File: src/rtl/uart_irq_pkg.sv
package uart_irq_pkg;

    typedef enum logic [1:0] {
        ID_MODEM  = 2'b00,
        ID_THRE   = 2'b01,
        ID_RXDATA = 2'b10,
        ID_LINE   = 2'b11
    } irq_id_e;

    typedef enum logic {
        HE_IDLE  = 1'b0,
        HE_ARMED = 1'b1
    } he_state_e;

    localparam logic [1:0] ADDR_HOLD   = 2'd0;
    localparam logic [1:0] ADDR_ENABLE = 2'd1;
    localparam logic [1:0] ADDR_IDENT  = 2'd2;

    localparam int EN_RX    = 0;
    localparam int EN_THRE  = 1;
    localparam int EN_LINE  = 2;
    localparam int EN_MODEM = 3;

endpackage

File: src/rtl/uart_irq_enable_reg.sv
module uart_irq_enable_reg #(
    parameter int EN_W = 4
) (
    input  logic            clk,
    input  logic            rst_n,
    input  logic            wr_en,
    input  logic [EN_W-1:0] wdata,
    output logic [EN_W-1:0] en_q,
    output logic [EN_W-1:0] en_nxt
);

    always_comb begin
        en_nxt = wr_en ? wdata : en_q;
    end

    always_ff @(posedge clk or negedge rst_n) begin
        if (!rst_n) en_q <= '0;
        else        en_q <= en_nxt;
    end


    en_store_chk: assert property (@(posedge clk) disable iff (!rst_n)
        wr_en |=> (en_q == $past(wdata)));

endmodule

File: src/rtl/uart_irq_hold_fsm.sv
module uart_irq_hold_fsm
    import uart_irq_pkg::*;
(
    input  logic clk,
    input  logic rst_n,
    input  logic hold_empty,
    input  logic clear_req,
    output logic armed_q,
    output logic armed_nxt
);

    he_state_e state_q, state_d;
    logic      flag_prev_q;
    logic      rise;

    assign rise = hold_empty & ~flag_prev_q;

    always_ff @(posedge clk or negedge rst_n) begin
        if (!rst_n) begin
            state_q     <= HE_IDLE;
            flag_prev_q <= 1'b0;
        end else begin
            state_q     <= state_d;
            flag_prev_q <= hold_empty;
        end
    end

    always_comb begin
        state_d = state_q;
        unique case (state_q)
            HE_IDLE: begin
                if (rise && !clear_req)             state_d = HE_ARMED;   // ARM
            end
            HE_ARMED: begin
                if (clear_req || !hold_empty)       state_d = HE_IDLE;    // ACK / LOAD / DRAIN
            end
            default:                                state_d = HE_IDLE;
        endcase
    end

    always_comb begin
        armed_q   = (state_q == HE_ARMED);
        armed_nxt = (state_d == HE_ARMED);
    end


    clear_wins_chk: assert property (@(posedge clk) disable iff (!rst_n)
        clear_req |=> (state_q == HE_IDLE));


    arm_on_rise_chk: assert property (@(posedge clk) disable iff (!rst_n)
        (state_q == HE_IDLE && hold_empty && !flag_prev_q && !clear_req) |=> (state_q == HE_ARMED));


    drain_chk: assert property (@(posedge clk) disable iff (!rst_n)
        !hold_empty |=> (state_q == HE_IDLE));

endmodule

File: src/rtl/uart_irq_prio.sv
module uart_irq_prio
    import uart_irq_pkg::*;
(
    input  logic    line_src,
    input  logic    rx_src,
    input  logic    thre_src,
    input  logic    modem_src,
    output logic    pend,
    output irq_id_e id
);

    always_comb begin
        pend = 1'b1;
        if (line_src)       id = ID_LINE;
        else if (rx_src)    id = ID_RXDATA;
        else if (thre_src)  id = ID_THRE;
        else if (modem_src) id = ID_MODEM;
        else begin
            id   = ID_MODEM;
            pend = 1'b0;
        end
    end

endmodule

File: src/rtl/uart_irq_id.sv
module uart_irq_id
    import uart_irq_pkg::*;
#(
    parameter int DATA_W  = 8,
    parameter int EN_W    = 4,
    parameter int LINE_N  = 4,
    parameter int MODEM_N = 4
) (
    input  logic               clk,
    input  logic               rst_n,
    input  logic               reg_wr,
    input  logic               reg_rd,
    input  logic [1:0]         reg_addr,
    input  logic [EN_W-1:0]    reg_wdata,
    output logic [DATA_W-1:0]  reg_rdata,
    input  logic               data_ready,
    input  logic [LINE_N-1:0]  line_err,
    input  logic               hold_empty,
    input  logic [MODEM_N-1:0] modem_delta,
    output logic               irq
);

    localparam int ID_PAD = DATA_W - 3;
    localparam int EN_PAD = DATA_W - EN_W;

    logic [EN_W-1:0] en_q, en_nxt;
    logic            armed_q, armed_nxt;
    logic            clear_req;
    logic            line_src, rx_src, thre_src, modem_src;
    logic            pend_d;
    irq_id_e         id_d, id_q;
    logic            pend_q;
    logic [DATA_W-1:0] id_byte;

    uart_irq_enable_reg #(.EN_W(EN_W)) u_enable (
        .clk    (clk),
        .rst_n  (rst_n),
        .wr_en  (reg_wr && reg_addr == ADDR_ENABLE),
        .wdata  (reg_wdata),
        .en_q   (en_q),
        .en_nxt (en_nxt)
    );

    assign id_byte   = {{ID_PAD{1'b0}}, id_q, ~pend_q};
    assign clear_req = (reg_wr && reg_addr == ADDR_HOLD) ||
                       (reg_rd && reg_addr == ADDR_IDENT && pend_q && id_q == ID_THRE);

    uart_irq_hold_fsm u_hold (
        .clk        (clk),
        .rst_n      (rst_n),
        .hold_empty (hold_empty),
        .clear_req  (clear_req),
        .armed_q    (armed_q),
        .armed_nxt  (armed_nxt)
    );

    always_comb begin
        line_src  = en_nxt[EN_LINE]  & (|line_err);
        rx_src    = en_nxt[EN_RX]    & data_ready;
        thre_src  = en_nxt[EN_THRE]  & armed_nxt & hold_empty;
        modem_src = en_nxt[EN_MODEM] & (|modem_delta);
    end

    uart_irq_prio u_prio (
        .line_src  (line_src),
        .rx_src    (rx_src),
        .thre_src  (thre_src),
        .modem_src (modem_src),
        .pend      (pend_d),
        .id        (id_d)
    );

    always_ff @(posedge clk or negedge rst_n) begin
        if (!rst_n) begin
            id_q   <= ID_MODEM;
            pend_q <= 1'b0;
            irq    <= 1'b0;
        end else begin
            id_q   <= id_d;
            pend_q <= pend_d;
            irq    <= pend_d;
        end
    end

    always_comb begin
        unique case (reg_addr)
            ADDR_ENABLE: reg_rdata = {{EN_PAD{1'b0}}, en_q};
            ADDR_IDENT:  reg_rdata = id_byte;
            default:     reg_rdata = '0;
        endcase
    end


    line_top_chk: assert property (@(posedge clk) disable iff (!rst_n)
        (en_nxt[EN_LINE] && (|line_err)) |=> (id_byte[2:0] == 3'b110 && irq));


    rx_over_low_chk: assert property (@(posedge clk) disable iff (!rst_n)
        (en_nxt[EN_RX] && data_ready && !(en_nxt[EN_LINE] && (|line_err))) |=> (id_byte[2:0] == 3'b100));


    idle_chk: assert property (@(posedge clk) disable iff (!rst_n)
        !((en_nxt[EN_LINE] && (|line_err)) || (en_nxt[EN_RX] && data_ready) ||
          (en_nxt[EN_MODEM] && (|modem_delta)) || (en_nxt[EN_THRE] && hold_empty))
        |=> (id_byte == 8'h01 && !irq));


    irq_match_chk: assert property (@(posedge clk) disable iff (!rst_n)
        irq == !id_byte[0]);

endmodule

File: config.mk
export PLATFORM = sky130hd
export DESIGN_NAME = uart_irq_id
export DESIGN_NICKNAME = d
export VERILOG_FILES = /design/src/rtl/uart_irq_pkg.sv /design/src/rtl/uart_irq_enable_reg.sv /design/src/rtl/uart_irq_hold_fsm.sv /design/src/rtl/uart_irq_prio.sv /design/src/rtl/uart_irq_id.sv
export SDC_FILE = /design/constraint.sdc
export NUM_CORES = 1
export LEC_CHECK = 0
export ABC_CLOCK_PERIOD_IN_PS = 1710
export BUFFER_PORTS_ARGS = -buffer_cell sky130_fd_sc_hd__buf_2
export CAP_MARGIN = 5
export CORE_MARGIN = 2
export CORE_UTILIZATION = 30
export CTS_CLUSTER_DIAMETER = 120
export CTS_CLUSTER_SIZE = 14
export DETAILED_ROUTE_END_ITERATION = 7
export GPL_TIMING_DRIVEN = 1
export HOLD_SLACK_MARGIN = 0.08
export MAX_ROUTING_LAYER = met4
export SYNTH_ARGS = -nofsm -noshare
export SYNTH_HDL_FRONTEND = slang
export SYNTH_SLANG_ARGS = --single-unit
File: constraint.sdc
create_clock -name clk -period 1.71 [get_ports clk]
set_clock_uncertainty 0.1 [all_clocks]
set_input_delay 0.0855 -clock clk [delete_from_list [all_inputs] [get_ports clk]]
set_output_delay 0.0855 -clock clk [all_outputs]
set_load 0.05 [all_outputs]
==> flow_summary_export.csv, run 1 <==
group,metric,value,unit
synth,synth-seq-cells,9,
timing,hold-worst-slack,89.0,ps
synth,ys_warn_count,0,
pwr,irDropWorstVdd,502,uV
synth,synth_most_common_cell,"dfrtp_1",
pwr,power_leakage,0.405,nW
setup_path,crit_type,"primary input to flip-flop",
setup_path,cp_max_fo,2,
placed_design,place_hpwl,938,um
clocking,cts.path.max_buffers,2,
timing,fmax,662,MHz
clocking,root_buffer,"clkbuf_4",
synth,synth_area,502,um^2
worst_hold_path,hp-class,"primary input to flip-flop",
placed_design,port_buffers,24,
pwr,p_per_area,814,nW/um^2
run,cap_violations,0,
placed_design,gp_congestion,0.786,
synth,yosys-top-cells-count,"dfrtp_1, buf_4, ha_1, inv_1",
run_status,outcome,"complete, no violations",
setup_path,critPathRequiredTime,1750,ps
layout,fin_util,51.3,%
timing,finalHoldViolCount,0,
clocking,cts.clk_slew.worst_paths,60,ps
grt,grt_usage,15.4,%
timing,rsz0062_at_grt,"no",
synth,syn_area_per_cell,10.5,um^2
timing,fin_crit_sh,88.3,%
clocking,cts.repair.resized,0,
floorplanning,io_pins,29,
synth,synth_edf_count,0,
clocking,h-tree-depth,1,
synth,async_flop_share,100,%
routing,wire_per_inst,12.1,um
floorplanning,fp.coreArea,1540,um^2
grt,grt_max_degree,10,
floorplanning,die_area,2020,um^2
setup_path,critPathCaptureType,"flip-flop",
synth,ys_dominant_reg_cell,"dfrtp_1",
floorplanning,start_util,32.5,%
floorplanning,die_x,44.9,um
synth,synth-seq-area-share,44.9,%
routing,viasPerCell,4.71,
timing,period_minus_slack,1510,ps
grt,overflow,0,
clocking,cts_tree,"built",
timing,setup_viol,0,
routing,num_vias,495,
clocking,cts_made_buffers,3,
routing,wirelength,1270,um
grt,antenna_found_initial,0,
floorplanning,row_count,14,
synth,ys_types,27,
timing,fin_ws,200,ps
placed_design,placed_cell_area,634,um^2
layout,finalInstanceArea,791,um^2
routing,drt-pass1-iter-count,2,
grt,grt_pass1_wl,2060,um
floorplanning,die_height,44.9,um
routing,drcViolationCount,0,
layout,antennaDiodeCount,0,
synth,ys_top_cells_by_area,"dfrtp_1, ha_1, buf_4",
synth,postSynthCellCount,48,
routing,first_iter_violations,9,
timing,setup_tns,0,ps
synth,synth_area_leader_cell,"dfrtp_1",
clocking,clock-sinks,9,
clocking,clk_latency,250,ps
routing,ant_nets,0,
layout,drive_above_1_share,39.3,%
grt,grt_pass1_vias,490,
layout,fin_nets,113,
setup_path,start_kind,"primary input",
placed_design,pre_cts_ws,59.3,ps
layout,syn_to_final_growth,57.6,%
timing,slew_violations,0,
setup_path,worst_ep_arrival_time,1550,ps
synth,post-synth-top-area-fraction,44.9,%
-- kinds of logic (layout without fill, tap and decap cells) --
kind of cell / count (synthesis) / in the layout / share of synthesized area, %
buf+inv: 7 / 45 / 8.23
fa+ha+maj: 3 / 3 / 7.48
compound gates: 8 / 8 / 11.5
other cells: 1 / 4 / 0.747
simple gates: 17 / 17 / 20.0
mux: 3 / 3 / 7.23
flops: 9 / 9 / 44.9
-- stage by stage --
stage / cells / total power [mW]
2_1_floorplan: 51 / 0.405
3_5_place_dp: 88 / 0.462
4_1_cts: 105 / 0.655
5_1_grt: 105 / 0.685
3_3_place_gp: 88 / 0.460
6_report: 105 / 0.644
-- cells in the final DEF, fill, tap and decap left out, drive strengths merged --
cell and count:
mux2i 1, dfrtp 9, clkbuf 4, or2 1, nor3b 1, and2 1
and3 1, or4 1, a21boi 2, a211o 1, o2bb2ai 1, nor2b 2
dlygate4sd3 13, conb 4, mux2 2, nand2 3, ha 3, a22oi 2
inv 3, nor2 2, nor4 1, buf 25, o21ai 2, nand4 1
nand2b 2, nand3 1
-- path summary, 6_finish.rpt --
check	from	end	slack, ps	depth (start not counted)
setup / recovery	line_err[1]	pend_q	200	5
hold / removal	reg_wdata[0]	u_enable.en_q[0]	90	3
setup reg to reg	u_enable.en_q[0]	pend_q	280	4
hold reg to reg	u_enable.en_q[3]	u_enable.en_q[3]	420	1
max in group asynchronous	rst_n	u_enable.en_q[1]	1220	2
min in group asynchronous	rst_n	u_enable.en_q[2]	110	2
-- power breakdown --
group,switching (mW),internal [mW],leakage [nW]
sequential,0.0196,0.248,0.106
combinational,0.123,0.0913,0.284
clock,0.0723,0.0898,0.0150
-- flip-flops by register name (all words and copies together) (netlist names) --
name,flops
u_hold.armed_q,1
u_hold.flag_prev_q,1
id_q,2
pend_q,1
u_enable.en_q,4
-- repair_timing --
action / 4_1_cts / 5_1_grt
hold endpoints to repair: 16 / 0
hold buffers: 13 / 0
buffers inserted: 0 / 0
endpoints found under the setup margin: 0 / 0
-- critical path: stages --
cell	delay, ps
dlygate4sd3_1	540
buf_2	120
nor4_1	380
o21ai_1	140
a211o_1	280
-- area by class of cell --
cell class	instances	area, um^2
multi-input combinational	35	250
sequential	9	225
inverter	3	11.3
tap	16	20.0
timing repair buffer	38	258
clock buffer	4	26.3
fill	143	751
-- layer usage --
layer / GRT usage [%] / up-vias / routed length [um]
met3: 6.80 / 2 / 87
li1: - / 241 / -
met2: 26.1 / 20 / 661
met4: 1.76 / 0 / 4
met5: - / - / 0
met1: 17.3 / 232 / 513
(Power assumes the default switching activity.)
==> inputs of run 2 (changes only) <==
--- a/config.mk
+++ b/config.mk
@@ -7,15 +7,15 @@
 export LEC_CHECK = 0
 export ABC_CLOCK_PERIOD_IN_PS = 1710
 export BUFFER_PORTS_ARGS = -buffer_cell sky130_fd_sc_hd__buf_2
-export CAP_MARGIN = 5
+export CAP_MARGIN = 30
 export CORE_MARGIN = 2
 export CORE_UTILIZATION = 30
 export CTS_CLUSTER_DIAMETER = 120
 export CTS_CLUSTER_SIZE = 14
 export DETAILED_ROUTE_END_ITERATION = 7
 export GPL_TIMING_DRIVEN = 1
-export HOLD_SLACK_MARGIN = 0.08
 export MAX_ROUTING_LAYER = met4
+export PLACE_DENSITY = 0.69
 export SYNTH_ARGS = -nofsm -noshare
 export SYNTH_HDL_FRONTEND = slang
 export SYNTH_SLANG_ARGS = --single-unit
==> run 2 against run 1 <==
  * Clock power about the same
  * Cell count decreased by 8.6%
  * Register-to-register slack improved by 40 ps
  * Count of clock-buffer cells in the layout unchanged
  * Wire length decreased by 14%
  * Sequential cell count unchanged
  * First-iteration DRC count decreased by 56%
  * Cell area decreased by 11%
==> flow_summary_export.csv, run 2 (synthesis results as in run 1) <==
group,metric,value,unit
run,cap_violations,0,
setup_path,slowest_delay,400,ps
clocking,cts.path.max_buffers,2,
setup_path,r2r_end,"pend_q",
grt,grt_pass1_wl,1680,um
setup_path,cp_num_buf_inv,1,
timing,period_minus_slack,1400,ps
routing,drcViolationCount,0,
layout,syn_to_final_growth,40.1,%
placed_design,pre_cts_ws,83.4,ps
routing,wire_per_inst,11.4,um
setup_path,worstPathCellList,"nand2b_1, a21boi_2, buf_2",
setup_path,worst_ep_arrival_time,1220,ps
floorplanning,io_pins,29,
routing,wirelength,1090,um
clocking,clk_latency,260,ps
floorplanning,die_x,44.9,um
timing,fin_ws,306,ps
floorplanning,start_util,32.5,%
clocking,root_buffer,"clkbuf_4",
clocking,cts.clk_slew.worst_paths,60,ps
layout,top_regs,"u_enable.en_q x4, id_q x2",
setup_path,crit_type,"flip-flop to primary output",
timing,setup_viol,0,
clocking,postCtsSetupBuffers,0,
setup_path,path_depth,3,
layout,top_register,"u_enable.en_q",
setup_path,endpoint,"reg_rdata[0]",
timing,slew_violations,0,
setup_path,reg2reg_from,"u_enable.en_q[0]",
grt,grt_max_degree,10,
grt,overflow,0,
setup_path,rr_worst_depth,4,
setup_path,critPathRequiredTime,1520,ps
setup_path,crit_start,"pend_q",
layout,final_common_cell,"buf_2",
routing,viasPerCell,4.79,
clocking,clock-sinks,9,
clocking,hold_buffers,5,
timing,fin_crit_sh,82.1,%
layout,fin_nets,104,
timing,fmax,712,MHz
timing,finalHoldViolCount,0,
placed_design,port_buffers,24,
setup_path,critPathCaptureType,"primary output",
setup_path,crit_path_top_delay_cell,"dfrtp_1",
layout,drive_above_1_share,42.5,%
setup_path,start_kind,"flip-flop",
setup_path,rrSetupSlack,320,ps
pwr,p_per_area,885,nW/um^2
timing,rsz0062_at_grt,"no",
layout,most-common-layout-cells,"buf_2, dfrtp_1, dlygate4sd3_1",
layout,antennaDiodeCount,0,
pwr,irDropWorstVdd,431,uV
grt,antenna_found_initial,0,
setup_path,cp_max_fo,3,
run_status,outcome,"complete, no violations",
clocking,cts.repair.resized,0,
floorplanning,die_area,2020,um^2
pwr,power_leakage,0.367,nW
grt,grt_pass1_vias,430,
grt,grt_usage,12.5,%
routing,ant_nets,0,
clocking,cts_made_buffers,3,
placed_design,place_hpwl,899,um
floorplanning,row_count,14,
clocking,h-tree-depth,1,
clocking,cts_tree,"built",
floorplanning,fp.coreArea,1540,um^2
placed_design,gp_congestion,0.822,
worst_hold_path,hp-class,"primary input to flip-flop",
layout,largest_register_ffs,4,
setup_path,critPathTopFamily,"flip-flops",
routing,first_iter_violations,4,
routing,num_vias,460,
floorplanning,die_height,44.9,um
timing,setup_tns,0,ps
routing,drt-pass1-iter-count,4,
## run 2: cell types whose count changed in the layout (fill, tap and decap cells not counted)
cell,before,now
dlygate4sd3_1,13,5
buf_4,1,0
## run 2: worst min-delay path, cell delays in order
cell and delay, ps:
buf_2 80, nor4_1 50, o2bb2ai_1 130
## run 2: cell type report
cell class                      count  area, um^2
Clock buffer                        4        26.3
Timing Repair Buffer               29         170
Tap cell                           16        20.0
Fill cell                         154         838
Multi-Input combinational cell     35         250
Inverter                            3        11.3
Sequential cell                     9         225
## run 2: how the worst min path moves through the flow
stage	start	endpoint	slack, ps	cells past startpoint
2_1_floorplan	rst_n	id_q[0]	-310	0
3_3_place_gp	rst_n	u_enable.en_q[3]	-150	1
3_5_place_dp	rst_n	u_enable.en_q[3]	-150	1
4_1_cts	line_err[2]	id_q[0]	4	3
5_1_grt	line_err[2]	id_q[0]	30	3
6_report	line_err[2]	id_q[0]	10	3
## run 2: metrics by stage
step                      hold slack [ps]  power, mW  cell area [um^2]  cells  util (%)
after floorplan                      -310      0.405               517     51         -
after global routing                 25.2      0.658               703     96      45.6
final                                13.8      0.622               703     96      45.6
after CTS                            3.61      0.627               703     96      45.6
after detailed placement             -152      0.455               627     87      40.7
after global placement               -154      0.453               627     87      40.7
## run 2: power breakdown
| group | internal [mW] | total, mW | switching [mW] |
|---|---|---|---|
| combinational | 0.0742 | 0.192 | 0.118 |
| sequential | 0.248 | 0.268 | 0.0194 |
| clock | 0.0898 | 0.163 | 0.0727 |
## run 2: routing by layer
metal	part of all wire [%]	GRT usage, %	routed length, um
met1	45	15.4	487
met3	11	3.60	117
met4	1.6	7.06	18
met5	0	-	0
met2	43	18.3	470
